`config.mk`:
```
export PLATFORM = sky130hd
export DESIGN_NAME = rc_parity_codec
export DESIGN_NICKNAME = d
export VERILOG_FILES = /design/src/rtl/rc_pkg.sv /design/src/rtl/rc_parity_plane.sv /design/src/rtl/rc_syndrome_classify.sv /design/src/rtl/rc_correct_apply.sv /design/src/rtl/rc_parity_codec.sv
export SDC_FILE = /design/constraint.sdc
export NUM_CORES = 1
export LEC_CHECK = 0
export BUFFER_PORTS_ARGS = -buffer_cell sky130_fd_sc_hd__buf_2
export CAP_MARGIN = 10
export CORE_MARGIN = 2
export CORE_UTILIZATION = 30
export CTS_CLUSTER_SIZE = 8
export DETAILED_ROUTE_END_ITERATION = 10
export GPL_TIMING_DRIVEN = 1
export PLACE_DENSITY = 0.53
export RECOVER_POWER = 100
export SLEW_MARGIN = 25
export SYNTH_ARGS = -nofsm -noshare
export SYNTH_HDL_FRONTEND = slang
export SYNTH_HIERARCHICAL = 1
export SYNTH_SLANG_ARGS = --single-unit
```
`constraint.sdc`:
```
create_clock -name clk -period 4.7 [get_ports clk]
set_clock_uncertainty 0.05 [all_clocks]
set_input_delay 0.235 -clock clk [delete_from_list [all_inputs] [get_ports clk]]
set_output_delay 0.235 -clock clk [all_outputs]
set_load 0.01 [all_outputs]
```
`src/rtl/rc_pkg.sv`:
```
// Shared types for the row-column parity codec.
package rc_pkg;

    // Decoder verdict derived from the row, column and overall syndromes.
    typedef enum logic [2:0] {
        VERDICT_CLEAN  = 3'd0,
        VERDICT_DATA   = 3'd1,
        VERDICT_ROWCHK = 3'd2,
        VERDICT_COLCHK = 3'd3,
        VERDICT_CORNER = 3'd4,
        VERDICT_UNCORR = 3'd5
    } verdict_e;

endpackage

```
`src/rtl/rc_parity_plane.sv`:
```
// rc_parity_plane: combinational parity of every row and every column of a
// flat ROWS x COLS data array. Assumes bit (r, c) sits at index r*COLS + c.
module rc_parity_plane #(
    parameter int ROWS = 8,
    parameter int COLS = 8
) (
    input  logic [ROWS*COLS-1:0] data_i,
    output logic [ROWS-1:0]      row_par_o,
    output logic [COLS-1:0]      col_par_o
);
    localparam int NBITS = ROWS * COLS;

    // One XOR reduction per row over its contiguous slice.
    for (genvar r = 0; r < ROWS; r++) begin : g_row
        assign row_par_o[r] = ^data_i[r*COLS +: COLS];
    end

    // One XOR reduction per column over a strided set of bits.
    for (genvar c = 0; c < COLS; c++) begin : g_col
        logic [ROWS-1:0] column_bits;
        for (genvar r = 0; r < ROWS; r++) begin : g_pick
            assign column_bits[r] = data_i[r*COLS + c];
        end
        assign col_par_o[c] = ^column_bits;
    end

    // Keep the derived size visible for elaboration-time sanity.
    initial begin
        if (NBITS < 4) $display("rc_parity_plane: array smaller than 2x2");
    end
endmodule

```
`src/rtl/rc_syndrome_classify.sv`:
```
// rc_syndrome_classify: turns row and column syndromes plus the overall
// block parity into a verdict. Assumes a valid block has even overall parity,
// so odd parity means an odd number of flips and even parity with a nonzero
// syndrome means an even, uncorrectable number.
module rc_syndrome_classify
    import rc_pkg::*;
#(
    parameter int ROWS = 8,
    parameter int COLS = 8
) (
    input  logic [ROWS-1:0] row_syn_i,
    input  logic [COLS-1:0] col_syn_i,
    input  logic            odd_i,
    output verdict_e        verdict_o
);
    logic row_any, col_any, row_one, col_one;

    // Reduce each syndrome vector to "none", "exactly one" or "several".
    always_comb begin
        row_any = |row_syn_i;
        col_any = |col_syn_i;
        row_one = $onehot(row_syn_i);
        col_one = $onehot(col_syn_i);
    end

    // Pick the verdict: odd parity with a single coordinate is repairable.
    always_comb begin
        if (!odd_i) begin
            verdict_o = (row_any || col_any) ? VERDICT_UNCORR : VERDICT_CLEAN;
        end else if (row_one && col_one) begin
            verdict_o = VERDICT_DATA;
        end else if (row_one && !col_any) begin
            verdict_o = VERDICT_ROWCHK;
        end else if (!row_any && col_one) begin
            verdict_o = VERDICT_COLCHK;
        end else if (!row_any && !col_any) begin
            verdict_o = VERDICT_CORNER;
        end else begin
            verdict_o = VERDICT_UNCORR;
        end
    end
endmodule

```
`src/rtl/rc_correct_apply.sv`:
```
// rc_correct_apply: applies the verdict to the received block. Inverts the
// data bit at the failing row/column intersection, or the lone failing check
// bit, or the corner; passes everything through otherwise.
module rc_correct_apply
    import rc_pkg::*;
#(
    parameter int ROWS = 8,
    parameter int COLS = 8
) (
    input  verdict_e              verdict_i,
    input  logic [ROWS-1:0]       row_syn_i,
    input  logic [COLS-1:0]       col_syn_i,
    input  logic [ROWS*COLS-1:0]  data_i,
    input  logic [ROWS-1:0]       row_i,
    input  logic [COLS-1:0]       col_i,
    input  logic                  corner_i,
    output logic [ROWS*COLS-1:0]  data_o,
    output logic [ROWS-1:0]       row_o,
    output logic [COLS-1:0]       col_o,
    output logic                  corner_o,
    output logic                  fixed_o,
    output logic                  uncorr_o
);
    localparam int NBITS = ROWS * COLS;

    logic             hit_data;
    logic [NBITS-1:0] flip_mask;

    // Decode the verdict into the data-repair enable.
    assign hit_data = (verdict_i == VERDICT_DATA);

    // Outer product of the syndromes selects the single data bit to invert.
    for (genvar r = 0; r < ROWS; r++) begin : g_mr
        for (genvar c = 0; c < COLS; c++) begin : g_mc
            assign flip_mask[r*COLS + c] = hit_data & row_syn_i[r] & col_syn_i[c];
        end
    end

    // Build the repaired block and the two flags.
    always_comb begin
        data_o   = data_i ^ flip_mask;
        row_o    = (verdict_i == VERDICT_ROWCHK) ? (row_i ^ row_syn_i) : row_i;
        col_o    = (verdict_i == VERDICT_COLCHK) ? (col_i ^ col_syn_i) : col_i;
        corner_o = (verdict_i == VERDICT_CORNER) ? ~corner_i : corner_i;
        fixed_o  = (verdict_i != VERDICT_CLEAN) && (verdict_i != VERDICT_UNCORR);
        uncorr_o = (verdict_i == VERDICT_UNCORR);
    end
endmodule

```
`src/rtl/rc_parity_codec.sv`:
```
// rc_parity_codec: two-dimensional even-parity codec. The encoder produces
// row checks, column checks and a check-on-checks corner one cycle after a
// valid input. The decoder takes a whole block in parallel and, one cycle
// later, returns it repaired (single error) or flagged (double error).
// Assumes the corner bit is the parity of the row checks, so that a valid
// block has even overall weight.
module rc_parity_codec
    import rc_pkg::*;
#(
    parameter int ROWS = 8,
    parameter int COLS = 8
) (
    input  logic                  clk,
    input  logic                  rst_n,
    input  logic                  enc_valid_i,
    input  logic [ROWS*COLS-1:0]  enc_data_i,
    output logic                  enc_valid_o,
    output logic [ROWS-1:0]       enc_row_o,
    output logic [COLS-1:0]       enc_col_o,
    output logic                  enc_corner_o,
    input  logic                  dec_valid_i,
    input  logic [ROWS*COLS-1:0]  dec_data_i,
    input  logic [ROWS-1:0]       dec_row_i,
    input  logic [COLS-1:0]       dec_col_i,
    input  logic                  dec_corner_i,
    output logic                  dec_valid_o,
    output logic [ROWS*COLS-1:0]  dec_data_o,
    output logic [ROWS-1:0]       dec_row_o,
    output logic [COLS-1:0]       dec_col_o,
    output logic                  dec_corner_o,
    output logic                  dec_fixed_o,
    output logic                  dec_uncorr_o
);
    localparam int NBITS = ROWS * COLS;

    // ---------------- encoder path ----------------
    logic [ROWS-1:0] enc_row_c;
    logic [COLS-1:0] enc_col_c;

    rc_parity_plane #(.ROWS(ROWS), .COLS(COLS)) u_enc_plane (
        .data_i    (enc_data_i),
        .row_par_o (enc_row_c),
        .col_par_o (enc_col_c)
    );

    // Register the check bits of each accepted data array.
    always_ff @(posedge clk) begin
        if (!rst_n) begin
            enc_valid_o  <= 1'b0;
            enc_row_o    <= '0;
            enc_col_o    <= '0;
            enc_corner_o <= 1'b0;
        end else begin
            enc_valid_o <= enc_valid_i;
            if (enc_valid_i) begin
                enc_row_o    <= enc_row_c;
                enc_col_o    <= enc_col_c;
                enc_corner_o <= ^enc_row_c;
            end
        end
    end

    // ---------------- decoder path ----------------
    logic [ROWS-1:0]  dec_row_c, row_syn;
    logic [COLS-1:0]  dec_col_c, col_syn;
    logic             block_odd;
    verdict_e         verdict;
    logic [NBITS-1:0] fix_data;
    logic [ROWS-1:0]  fix_row;
    logic [COLS-1:0]  fix_col;
    logic             fix_corner, fix_flag, unc_flag;

    rc_parity_plane #(.ROWS(ROWS), .COLS(COLS)) u_dec_plane (
        .data_i    (dec_data_i),
        .row_par_o (dec_row_c),
        .col_par_o (dec_col_c)
    );

    // Syndromes: recomputed parity against the stored checks, plus the
    // parity of the whole block (data parity equals XOR of row parities).
    always_comb begin
        row_syn   = dec_row_c ^ dec_row_i;
        col_syn   = dec_col_c ^ dec_col_i;
        block_odd = (^dec_row_c) ^ (^dec_row_i) ^ (^dec_col_i) ^ dec_corner_i;
    end

    rc_syndrome_classify #(.ROWS(ROWS), .COLS(COLS)) u_classify (
        .row_syn_i (row_syn),
        .col_syn_i (col_syn),
        .odd_i     (block_odd),
        .verdict_o (verdict)
    );

    rc_correct_apply #(.ROWS(ROWS), .COLS(COLS)) u_apply (
        .verdict_i (verdict),
        .row_syn_i (row_syn),
        .col_syn_i (col_syn),
        .data_i    (dec_data_i),
        .row_i     (dec_row_i),
        .col_i     (dec_col_i),
        .corner_i  (dec_corner_i),
        .data_o    (fix_data),
        .row_o     (fix_row),
        .col_o     (fix_col),
        .corner_o  (fix_corner),
        .fixed_o   (fix_flag),
        .uncorr_o  (unc_flag)
    );

    // Register the repaired block; flags only live alongside a valid result.
    always_ff @(posedge clk) begin
        if (!rst_n) begin
            dec_valid_o  <= 1'b0;
            dec_data_o   <= '0;
            dec_row_o    <= '0;
            dec_col_o    <= '0;
            dec_corner_o <= 1'b0;
            dec_fixed_o  <= 1'b0;
            dec_uncorr_o <= 1'b0;
        end else begin
            dec_valid_o  <= dec_valid_i;
            dec_fixed_o  <= dec_valid_i & fix_flag;
            dec_uncorr_o <= dec_valid_i & unc_flag;
            if (dec_valid_i) begin
                dec_data_o   <= fix_data;
                dec_row_o    <= fix_row;
                dec_col_o    <= fix_col;
                dec_corner_o <= fix_corner;
            end
        end
    end

    // ---------------- assertions ----------------
    AST_ENC_LATENCY: assert property (@(posedge clk) disable iff (!rst_n)
        enc_valid_i |=> enc_valid_o);

    AST_DEC_LATENCY: assert property (@(posedge clk) disable iff (!rst_n)
        dec_valid_i |=> dec_valid_o);

    AST_DEC_IDLE: assert property (@(posedge clk) disable iff (!rst_n)
        !dec_valid_i |=> !dec_valid_o);

    AST_CORNER_BOTH_WAYS: assert property (@(posedge clk) disable iff (!rst_n)
        enc_valid_o |-> (enc_corner_o == ^enc_col_o));

    AST_CLEAN_PASS: assert property (@(posedge clk) disable iff (!rst_n)
        (dec_valid_o && !dec_fixed_o && !dec_uncorr_o) |->
        (dec_data_o == $past(dec_data_i) && dec_row_o == $past(dec_row_i) &&
         dec_col_o == $past(dec_col_i) && dec_corner_o == $past(dec_corner_i)));

    AST_FIX_ONE_BIT: assert property (@(posedge clk) disable iff (!rst_n)
        dec_fixed_o |->
        ($countones({dec_data_o ^ $past(dec_data_i), dec_row_o ^ $past(dec_row_i),
                     dec_col_o ^ $past(dec_col_i), dec_corner_o ^ $past(dec_corner_i)}) == 1));

    AST_UNCORR_HOLD: assert property (@(posedge clk) disable iff (!rst_n)
        dec_uncorr_o |->
        (dec_data_o == $past(dec_data_i) && dec_row_o == $past(dec_row_i) &&
         dec_col_o == $past(dec_col_i) && dec_corner_o == $past(dec_corner_i)));

    AST_FLAGS_EXCL: assert property (@(posedge clk) disable iff (!rst_n)
        !(dec_fixed_o && dec_uncorr_o));

    AST_FLAGS_QUIET: assert property (@(posedge clk) disable iff (!rst_n)
        !dec_valid_o |-> (!dec_fixed_o && !dec_uncorr_o));
endmodule

```
== After elaboration in Yosys (flattened, before gate mapping) ==
Index checks and enable logic that the tools add are counted.

* Bits in registers: 102
* Word-level logic and storage cells: 172
* Input bits: 149

* Reduce and logical (&&, ||, !) cells: 47
* Multiplexer cells: 9
* Bitwise logic cells: 83
* Add/sub/neg operators: 14
* Eq/ne operators: 8

{| class="wikitable"
|+ Operator list
! operator !! number
|-
| 8-bit XOR reduction || 36
|-
| 1-bit AND || 74
|-
| 64-bit XOR || 1
|-
| 8-bit XOR || 4
|-
| 4-bit adder || 6
|-
| 1-bit by 1-bit adder with 2-bit output || 8
|-
| 8-bit 2-to-1 mux || 2
|-
| 8-bit OR reduction || 2
|-
| 3-bit 2-to-1 mux || 5
|-
| 4-bit by 1-bit == test with 1-bit output, second input constant || 2
|-
| 3-bit by 2-bit == test with 1-bit output, second input constant || 2
|-
| 3-bit == test, second input constant || 2
|-
| 1-bit logical AND || 5
|-
| 3-bit by 1-bit == test with 1-bit output, second input constant || 1
|-
| 3-bit inequality test, second input constant || 1
|-
| 3-bit nonzero test || 1
|-
| 1-bit XOR || 3
|-
| 1-bit zero test || 2
|-
| 1-bit 2-to-1 mux || 2
|-
| 1-bit logical OR || 1
|-
| 1-bit inverter || 1
|}

== Logic depth before layout (Yosys ltp) ==
Gate-level depths: netlist of run 1.

* Word-level depth: 15
* Mapped depth: 23
* Depth with buffers taken out: 21

== Hierarchy ==
Netlist of run 1, hierarchy kept.

{| class="wikitable"
|+ Modules (own cells, without submodules)
! module !! area an instance (um^2) !! cells an instance !! times used !! sequential area each (um^2)
|-
| rc_parity_codec || 4126.5 || 360 || 1 || 2042.0
|-
| rc_parity_plane || 980.9 || 112 || 2 || 0.0
|-
| rc_correct_apply || 1397.6 || 198 || 1 || 0.0
|-
| rc_syndrome_classify || 609.3 || 75 || 1 || 0.0
|}

== Worst setup path before layout of run 1 ==
OpenSTA, ideal clock, no wires.

* Path kind: input port to flip-flop
* From: in dec_data_i[15]
* To: reg dec_data_o[26]
* Data arrival time: 5012 ps
* Setup time: 116 ps
* Setup slack: -478 ps
* Buffers on the path: 2
* Stages on the path: 22
* Data required time: 4534 ps
* Cells stage by stage: xor2_1 > xnor2_1 > xnor2_1 > xor2_1 > inv_1 > fa_1 > fa_1 > fa_1 > inv_1 > ha_1 > inv_1 > fa_1 > and2_1 > and2_0 > o311ai_0 > buf_6 > nand2b_4 > buf_6 > nor2_1 > xor2_1 > mux2i_1 > nor2b_1

* Elaborated cells on any way between the ends: 35

{| class="wikitable"
|+ RTL lines
! what !! line !! source
|-
| from (decl) || rc_parity_codec.sv:22 || <nowiki>input logic [ROWS*COLS-1:0] dec_data_i,</nowiki>
|-
| 8-bit XOR reduction * || rc_parity_plane.sv:15 || <nowiki>assign row_par_o[r] = ^data_i[r*COLS +: COLS];</nowiki>
|-
| via dec_row_c[1] || rc_parity_codec.sv:64 || <nowiki>logic [ROWS-1:0] dec_row_c, row_syn;</nowiki>
|-
| 8-bit XOR * || rc_parity_codec.sv:82 || <nowiki>row_syn = dec_row_c ^ dec_row_i;</nowiki>
|-
| via row_syn[1] || rc_parity_codec.sv:64 ||
|-
| 1-bit by 1-bit adder with 2-bit output (not written as such) || rc_syndrome_classify.sv:22 || <nowiki>row_one = $onehot(row_syn_i);</nowiki>
|-
| 4-bit adder (not written as such) (2 in a row) || rc_syndrome_classify.sv:22 ||
|-
| 4-bit by 1-bit == test with 1-bit output || rc_syndrome_classify.sv:22 ||
|-
| 1-bit logical AND || rc_syndrome_classify.sv:32 || <nowiki>end else if (row_one && !col_any) begin</nowiki>
|-
| 3-bit 2-to-1 mux || rc_syndrome_classify.sv:32 ||
|-
| 3-bit 2-to-1 mux || rc_syndrome_classify.sv:30 || <nowiki>end else if (row_one && col_one) begin</nowiki>
|-
| 3-bit 2-to-1 mux * || rc_syndrome_classify.sv:28 || <nowiki>if (!odd_i) begin</nowiki>
|-
| via verdict[2] || rc_parity_codec.sv:67 || <nowiki>verdict_e verdict;</nowiki>
|-
| 3-bit by 1-bit == test with 1-bit output * || rc_correct_apply.sv:30 || <nowiki>assign hit_data = (verdict_i == VERDICT_DATA);</nowiki>
|-
| 1-bit AND * (2 in a row) || rc_correct_apply.sv:35 || <nowiki>assign flip_mask[r*COLS + c] = hit_data & row_syn_i[r] & col_syn_i[c];</nowiki>
|-
| 64-bit XOR * || rc_correct_apply.sv:41 || <nowiki>data_o = data_i ^ flip_mask;</nowiki>
|-
| via fix_data[26] || rc_parity_codec.sv:68 || <nowiki>logic [NBITS-1:0] fix_data;</nowiki>
|-
| to (signal assigned) || rc_parity_codec.sv:125 || <nowiki>dec_data_o <= fix_data;</nowiki>
|-
| to (decl) || rc_parity_codec.sv:27 || <nowiki>output logic [ROWS*COLS-1:0] dec_data_o,</nowiki>
|}

Mark *: on every way through the listed nets, which the timed path passes. The rest lies on a longest branch.
A chain may end at the register's enable or synchronous reset.

== Worst setup path in the final report of run 1 ==
* From: in dec_data_i[8]
* To: reg dec_data_o[34]

* Longest elaborated chain between the ends: 15
* Elaborated cells on any way between the ends: 35

{| class="wikitable"
|+ RTL lines
! what !! line !! source
|-
| 8-bit XOR reduction * || rc_parity_plane.sv:24 || <nowiki>assign col_par_o[c] = ^column_bits;</nowiki>
|-
| via dec_col_c[0] || rc_parity_codec.sv:65 || <nowiki>logic [COLS-1:0] dec_col_c, col_syn;</nowiki>
|-
| 8-bit XOR * || rc_parity_codec.sv:83 || <nowiki>col_syn = dec_col_c ^ dec_col_i;</nowiki>
|-
| via col_syn[0] || rc_parity_codec.sv:65 ||
|-
| 1-bit by 1-bit adder with 2-bit output (not written as such) || rc_syndrome_classify.sv:23 || <nowiki>col_one = $onehot(col_syn_i);</nowiki>
|-
| 4-bit adder (not written as such) (2 in a row) || rc_syndrome_classify.sv:23 ||
|-
| 4-bit by 1-bit == test with 1-bit output || rc_syndrome_classify.sv:23 ||
|-
| 1-bit logical AND || rc_syndrome_classify.sv:34 || <nowiki>end else if (!row_any && col_one) begin</nowiki>
|-
| 3-bit 2-to-1 mux || rc_syndrome_classify.sv:34 ||
|-
| 3-bit 2-to-1 mux || rc_syndrome_classify.sv:32 ||
|-
| 3-bit 2-to-1 mux || rc_syndrome_classify.sv:30 ||
|-
| 3-bit 2-to-1 mux * || rc_syndrome_classify.sv:28 ||
|-
| 3-bit by 1-bit == test with 1-bit output * || rc_correct_apply.sv:30 ||
|-
| 1-bit AND * (2 in a row) || rc_correct_apply.sv:35 ||
|-
| 64-bit XOR * || rc_correct_apply.sv:41 ||
|-
| via fix_data[34] || rc_parity_codec.sv:68 ||
|}

Marked as above.

==> impl_metrics.py, run 1 <==
metrics = {
    "place": {
        "dp_hpwl_um": 20690,
        "dpl.cell_count": 1536,
        "place_area_um2": 10620,
        "place_congestion": 0.8200,
        "numPortBuffers": 250,
    },
    "critical_path": {
        "path_buf_inv": 9,
        "crit_family": "adder cells",
        "endpoint_kind": "flop",
        "cp.required_ps": 4950,
        "crit_path_max_fanout": 4,
        "cpMaxStageDelayCell": "fa_1",
        "crit_type": "primary input to flop",
        "cp.arrival_ps": 5490,
        "slowest_delay_ps": 590,
        "startpoint_type": "primary input",
    },
    "cts": {
        "cts_max_level": 3,
        "clk_latency_ps": 350,
        "clk_path_buf_depth": 2,
        "cts_made_buffers": 9,
        "cts_tree": "built",
        "clk_pin_slew_ps": 90,
        "cts_root_buf": "clkbuf_16",
        "holdBufCountCts": 0,
        "clkSinkCount": 102,
    },
    "sta": {
        "hold_viol_final": 0,
        "rsz0062_at_grt": "true",
        "finalWorstSetupSlack_ps": -536.5,
        "worstMarginPinSlew_ps": 813.0,
        "slew_headroom_pct": 45.80,
        "finalSetupViolations": 83,
        "timing.hold.ws_ps": 207.0,
        "max_freq_mhz": 191.0,
        "tns_ps": -36960,
        "fin_crit_sh_pct": 111.4,
        "finalMaxSlewViolations": 0,
        "layout_min_cycle_time_ps": 5236,
    },
    "detailed_routing": {
        "vias": 7089,
        "dr.first_iter.drc_count": 330,
        "drc_errors": 0,
        "vias_per_cell": 4.379,
        "wl_per_cell_um": 17.31,
        "postRouteAntennaNets": 0,
        "routed_wl_um": 28020,
        "drt_pass1_iterations": 4,
    },
    "synthesis": {
        "synth_edf_count": 0,
        "ys_top_cells_by_area": "dfxtp_1, xnor2_1, xor2_1, mux2i_1, nor2b_1",
        "synthesis.area_um2": 8095,
        "synth_nets": 1022,
        "synth_top_area_share_pct": 25.22,
        "seq_area_frac_synth_pct": 25.22,
        "netlist_instances": 857,
        "synth_top_cell_by_area": "dfxtp_1",
        "async_flop_share_pct": 0,
        "ys_seq_elements": 102,
        "synth_warnings": 6,
        "ys_types": 47,
        "synthFlopType": "dfxtp_1",
        "syn_avg_cell_area_um2": 9.446,
    },
    "layout": {
        "diodes": 0,
        "syn_to_final_growth_pct": 57.28,
        "drive_gt1_share_pct": 39.83,
        "fin_util_pct": 47.64,
        "stdcell_count": 1619,
        "final_cell_mix": "xnor2_1, buf_4, buf_2",
        "mostFrequentLayoutCell": "xnor2_1",
        "nets": 1438,
        "final_area_um2": 12730,
    },
    "power": {
        "p_int_w": 0.003589,
        "p_switching_w": 0.003061,
        "ir_drop_v": 0.0008761,
        "power_density_nw_per_um2": 522.3,
        "p_comb_share_pct": 73.5,
        "p_seq_share_pct": 15.1,
        "power_leakage_nw": 5.605,
        "p_clk_share_pct": 11.4,
        "switching_share_pct": 46.03,
    },
    "status": {
        "status": "complete, but fails checks",
        "violations": "setup timing",
    },
    "global_routing": {
        "grt_pass1_vias": 7288,
        "antenna_found_initial": 1,
        "track_usage_pct": 19.21,
        "grt_pass1_wl_um": 41900,
        "gr-total-overflow": 0,
        "grt_max_degree": 63,
    },
    "floorplanning": {
        "io_pins": 251,
        "die_w_um": 168.3,
        "core_um2": 26730,
        "die-height_um": 168.3,
        "rows": 60,
        "die_area_um2": 28310,
        "start_util_pct": 30.29,
    },
    "job": {
        "cap_violations": 0,
    },
    "worst_hold_path": {
        "hold_path_class": "primary input to flop",
    },
}
## metrics by stage
stage / setup slack, ps / total power, W
floorplan: -187.8 / 0.003345
global placement: -989.4 / 0.004401
finish: -536.5 / 0.006650
detailed placement: -1085 / 0.004433
global route: -662.5 / 0.007054
CTS: -395.5 / 0.006303
## power groups by stage
stage	Combinational, W	Clock [W]	Sequential (W)
after floorplan	0.00229	0	0.00106
after global placement	0.00338	0	0.00102
after detailed placement	0.00341	0	0.00102
after CTS	0.00452	0.000780	0.00100
after global routing	0.00523	0.000813	0.00102
final	0.00489	0.000755	0.00100
## flip-flops by register name, summed over array words and instances, names as in the netlist
| register | cells |
|---|---|
| dec_col_o | 8 |
| dec_corner_o | 1 |
| dec_data_o | 64 |
| dec_fixed_o | 1 |
| dec_row_o | 8 |
| dec_uncorr_o | 1 |
| dec_valid_o | 1 |
| enc_col_o | 8 |
| enc_corner_o | 1 |
| enc_row_o | 8 |
| enc_valid_o | 1 |
## worst paths after layout
path | from | to | slack (ps) | cells past startpoint
max | dec_data_i[8] | dec_data_o[34] | -540 | 26
min | dec_row_i[5] | dec_row_o[5] | 210 | 4
max reg2reg | dec_data_o[51] | dec_data_o[51] | 3970 | 2
min reg2reg | enc_col_o[2] | enc_col_o[2] | 470 | 2
## worst register-to-register path, cell delays in order (launching register included)
cell and delay [ps]:
dfxtp_1 410, mux2i_1 90, nor2b_1 130
## layer usage
layer	part of all wire, %	GRT usage [%]	wire length (um)
met2	47	31.45	13280
met1	45	25.90	12570
met4	1.2	3.786	344
met5	0.039	0	11
met3	6.5	4.537	1814
## synth_stat cells, types with 2 or more instances
library cell	number
clkbuf_1	12
fa_1	8
ha_1	8
dfxtp_1	102
a31oi_1	2
and3_1	3
buf_6	7
o21ai_0	2
nor2_2	3
nor2_1	63
buf_2	16
inv_1	27
nand4b_1	3
nand3b_4	4
nand2b_1	8
xnor3_1	2
xor3_1	2
nand2b_4	4
and3b_1	2
nand2_1	20
xor2_1	113
nand3b_1	4
and2_1	4
xnor2_1	223
mux2i_1	97
nor2b_1	97
## cell type report
| type | count | area, um2 |
|---|---|---|
| clock buffer | 9 | 225.2 |
| clock inverter | 7 | 66.31 |
| fill | 2539 | 13990 |
| inverter | 27 | 101.3 |
| multi-input combinational | 698 | 7027 |
| sequential | 102 | 2042 |
| tap | 341 | 426.7 |
| timing repair buffer | 435 | 2844 |
## cell families after synthesis
family,count (synthesis),share of synthesized area (%)
AO/OA/AOI/OAI,13,1.407
XOR/XNOR,341,37.70
adder cells (fa/ha/maj),16,3.215
buffers and inverters,63,3.864
flip-flops,102,25.22
multiplexers,97,11.99
AND/OR/NAND/NOR,225,16.60
## timing repair
item,in CTS,in global routing
pin swaps,103,44
cloned,7,0
hold endpoints to repair,0,0
buffers inserted,44,23
gates resized for setup,212,71
setup endpoints to repair,83,83
No activity file was read; power rests on OpenSTA's default activity.
==> run 2: changes to the inputs <==
--- a/config.mk
+++ b/config.mk
@@ -12,10 +12,10 @@
 export CTS_CLUSTER_SIZE = 8
 export DETAILED_ROUTE_END_ITERATION = 10
 export GPL_TIMING_DRIVEN = 1
+export MAX_ROUTING_LAYER = met4
 export PLACE_DENSITY = 0.53
 export RECOVER_POWER = 100
 export SLEW_MARGIN = 25
 export SYNTH_ARGS = -nofsm -noshare
 export SYNTH_HDL_FRONTEND = slang
-export SYNTH_HIERARCHICAL = 1
 export SYNTH_SLANG_ARGS = --single-unit
==> run 2 against run 1 <==
The run ends with capacitance limit, slew limit left. Die area up 0.88%. Register-to-register slack got worse by 170 ps. First-iteration DRC count is 34% higher. Clock-buffer cell count unchanged. Worst setup slack better by 650 ps. Synthesized cell count grew 3.9%. Power increased by 10%.
==> impl_metrics.py, run 2 <==
metrics = {
    "global_routing": {
        "antenna_found_initial": 1,
        "track_usage_pct": 21.11,
        "grt_max_degree": 65,
        "gr-total-overflow": 0,
        "grt_pass1_wl_um": 45240,
        "grt_pass1_vias": 7904,
    },
    "job": {
        "cap_violations": 1,
    },
    "sta": {
        "layout_min_cycle_time_ps": 4587,
        "finalMaxSlewViolations": 62,
        "fin_crit_sh_pct": 97.59,
        "finalSetupViolations": 0,
        "max_freq_mhz": 218.0,
        "hold_viol_final": 0,
        "finalWorstSetupSlack_ps": 113.3,
        "timing.hold.ws_ps": 110.1,
        "worstMarginPinSlew_ps": 2588,
        "slew_headroom_pct": -72.50,
        "rsz0062_at_grt": "true",
    },
    "critical_path": {
        "endpoint_kind": "flop",
        "cp.required_ps": 4930,
        "startpoint_type": "primary input",
        "worstPathCellList": "buf_2 -> xnor2_2 -> xnor2_1 -> xnor2_2 -> xor2_1 -> buf_4 -> ha_1 -> inv_1 -> fa_1 -> fa_1 -> inv_1 -> ha_2 -> fa_2 -> or4b_4 -> nor2_4 -> nand3_1 -> mux2i_4 -> o221ai_1 -> a21boi_0",
        "crit_type": "primary input to flop",
        "crit_path_max_fanout": 8,
        "cp.arrival_ps": 4820,
        "slowest_delay_ps": 530,
        "cpMaxStageDelayCell": "or4b_4",
    },
    "power": {
        "power_leakage_nw": 4.417,
        "totalPowerFinal_w": 0.007342,
        "ir_drop_v": 0.0007550,
        "power_density_nw_per_um2": 656.5,
    },
    "floorplanning": {
        "die_w_um": 169.0,
        "rows": 60,
        "start_util_pct": 30.39,
        "die-height_um": 169.0,
        "core_um2": 26880,
        "io_pins": 251,
        "die_area_um2": 28560,
    },
    "status": {
        "status": "complete, but fails checks",
        "violations": "capacitance limit, slew limit",
    },
    "detailed_routing": {
        "vias": 7996,
        "vias_per_cell": 5.087,
        "drc_errors": 0,
        "postRouteAntennaNets": 0,
        "wl_per_cell_um": 19.15,
        "routed_wl_um": 30100,
        "dr.first_iter.drc_count": 441,
        "drt_pass1_iterations": 5,
    },
    "synthesis": {
        "ys_types": 50,
        "synth_top_cell_by_area": "dfxtp_1",
        "netlist_instances": 890,
        "synth_edf_count": 0,
        "synth_top_area_share_pct": 25.00,
        "yosysMostFrequentCell": "xnor2_1",
        "synthesis.area_um2": 8168,
        "seq_area_frac_synth_pct": 25.00,
        "synth_nets": 1067,
        "ys_seq_elements": 102,
        "async_flop_share_pct": 0,
        "syn_avg_cell_area_um2": 9.177,
        "ys_top_cells_by_area": "dfxtp_1, xnor2_1, a31oi_1, o21ai_0, ha_1",
        "synth_warnings": 0,
        "ys_top_cells_by_count": "xnor2_1, dfxtp_1, o21ai_0",
        "synthFlopType": "dfxtp_1",
    },
    "worst_hold_path": {
        "hold_path_class": "primary input to flop",
    },
    "place": {
        "place_ws_ps": -605.2,
        "place_area_um2": 10840,
        "dp_hpwl_um": 23560,
        "place_congestion": 0.8643,
        "numPortBuffers": 250,
    },
    "cts": {
        "holdBufCountCts": 0,
        "cts_max_level": 3,
        "cts_made_buffers": 9,
        "clk_path_buf_depth": 2,
        "clk_pin_slew_ps": 80,
        "clkSinkCount": 102,
        "cts_tree": "built",
        "cts_root_buf": "clkbuf_16",
        "clk_latency_ps": 350,
    },
    "layout": {
        "nets": 1402,
        "drive_gt1_share_pct": 31.22,
        "syn_to_final_growth_pct": 36.92,
        "fin_util_pct": 41.61,
        "largest_register_ffs": 64,
        "final_area_um2": 11180,
        "final_cell_mix": "xnor2_1, buf_2, buf_4",
        "mostFrequentLayoutCell": "xnor2_1",
        "top_register": "dec_data_o",
        "fill_cells": 2703,
    },
}
-- run 2: stage by stage --
| stage | cells | TNS, ps |
|---|---|---|
| 3_5_place_dp | 1554 | -34040 |
| 2_1_floorplan | 890 | -1988 |
| 3_3_place_gp | 1554 | -34550 |
| 4_1_cts | 1571 | 0 |
| 5_1_grt | 1572 | -160.0 |
| 6_report | 1572 | 0 |
-- run 2: logic make-up (layout without fill, tap and decap cells) --
logic type | count (synthesis) | after routing | synth area share [%]
compound gates | 229 | 229 | 19.56
other cells | 0 | 1 | 0
fa+ha+maj | 28 | 28 | 5.024
simple gates | 157 | 157 | 12.22
flops | 102 | 102 | 25.00
buf+inv | 100 | 440 | 5.530
mux | 11 | 11 | 1.501
xor+xnor | 263 | 263 | 31.16
-- run 2: path summary, 6_finish.rpt --
check | startpoint | to | slack [ps] | cells after the start
hold / removal | rst_n | enc_col_o[7] | 110 | 2
setup reg to reg | dec_data_o[5] | dec_data_o[5] | 3800 | 2
hold reg to reg | dec_row_o[4] | dec_row_o[4] | 420 | 2
setup / recovery | dec_data_i[14] | dec_col_o[1] | 110 | 19
-- run 2: final cells by class --
cell class | count | area, um2 | share of cell area, %
multi-input cells | 688 | 6111 | 54.64
clock inverters | 7 | 55.05 | 0.4923
inverters | 34 | 132.6 | 1.186
diodes | 1 | 2.502 | 0.02238
flip-flops and latches | 102 | 2042 | 18.26
well taps | 341 | 426.7 | 3.815
repair buffers | 390 | 2188 | 19.57
clock buffers | 9 | 225.2 | 2.014
-- run 2: report_power, final --
group / internal (W) / total (W) / switching (W)
Sequential: 0.000951 / 0.000999 / 0.0000488
Clock: 0.000368 / 0.000757 / 0.000389
Combinational: 0.00206 / 0.00559 / 0.00352
Total: 0.00338 / 0.00734 / 0.00396
-- run 2: critical path, delay by kind of cell --
kind	cells	cell delay, ps
simple gates	3	780
fa+ha+maj	5	1840
xor+xnor	4	840
buf+inv	4	390
mux	1	310
compound gates	2	410
-- run 2: repair_timing --
action / in CTS / in global routing
setup buffers: 1 / 0
setup endpoints to repair: 57 / 77
pin swaps: 4 / 13
gates resized for setup: 11 / 19
-- run 2: per-layer routing --
metal | vias up | share of wire, % | track usage, %
met1 | 3783 | 44 | 27.03
li1 | 3894 | - | -
met2 | 289 | 49 | 35.30
met4 | 0 | 1.9 | 5.314
met3 | 30 | 5.0 | 2.852
met5 | - | 0 | -
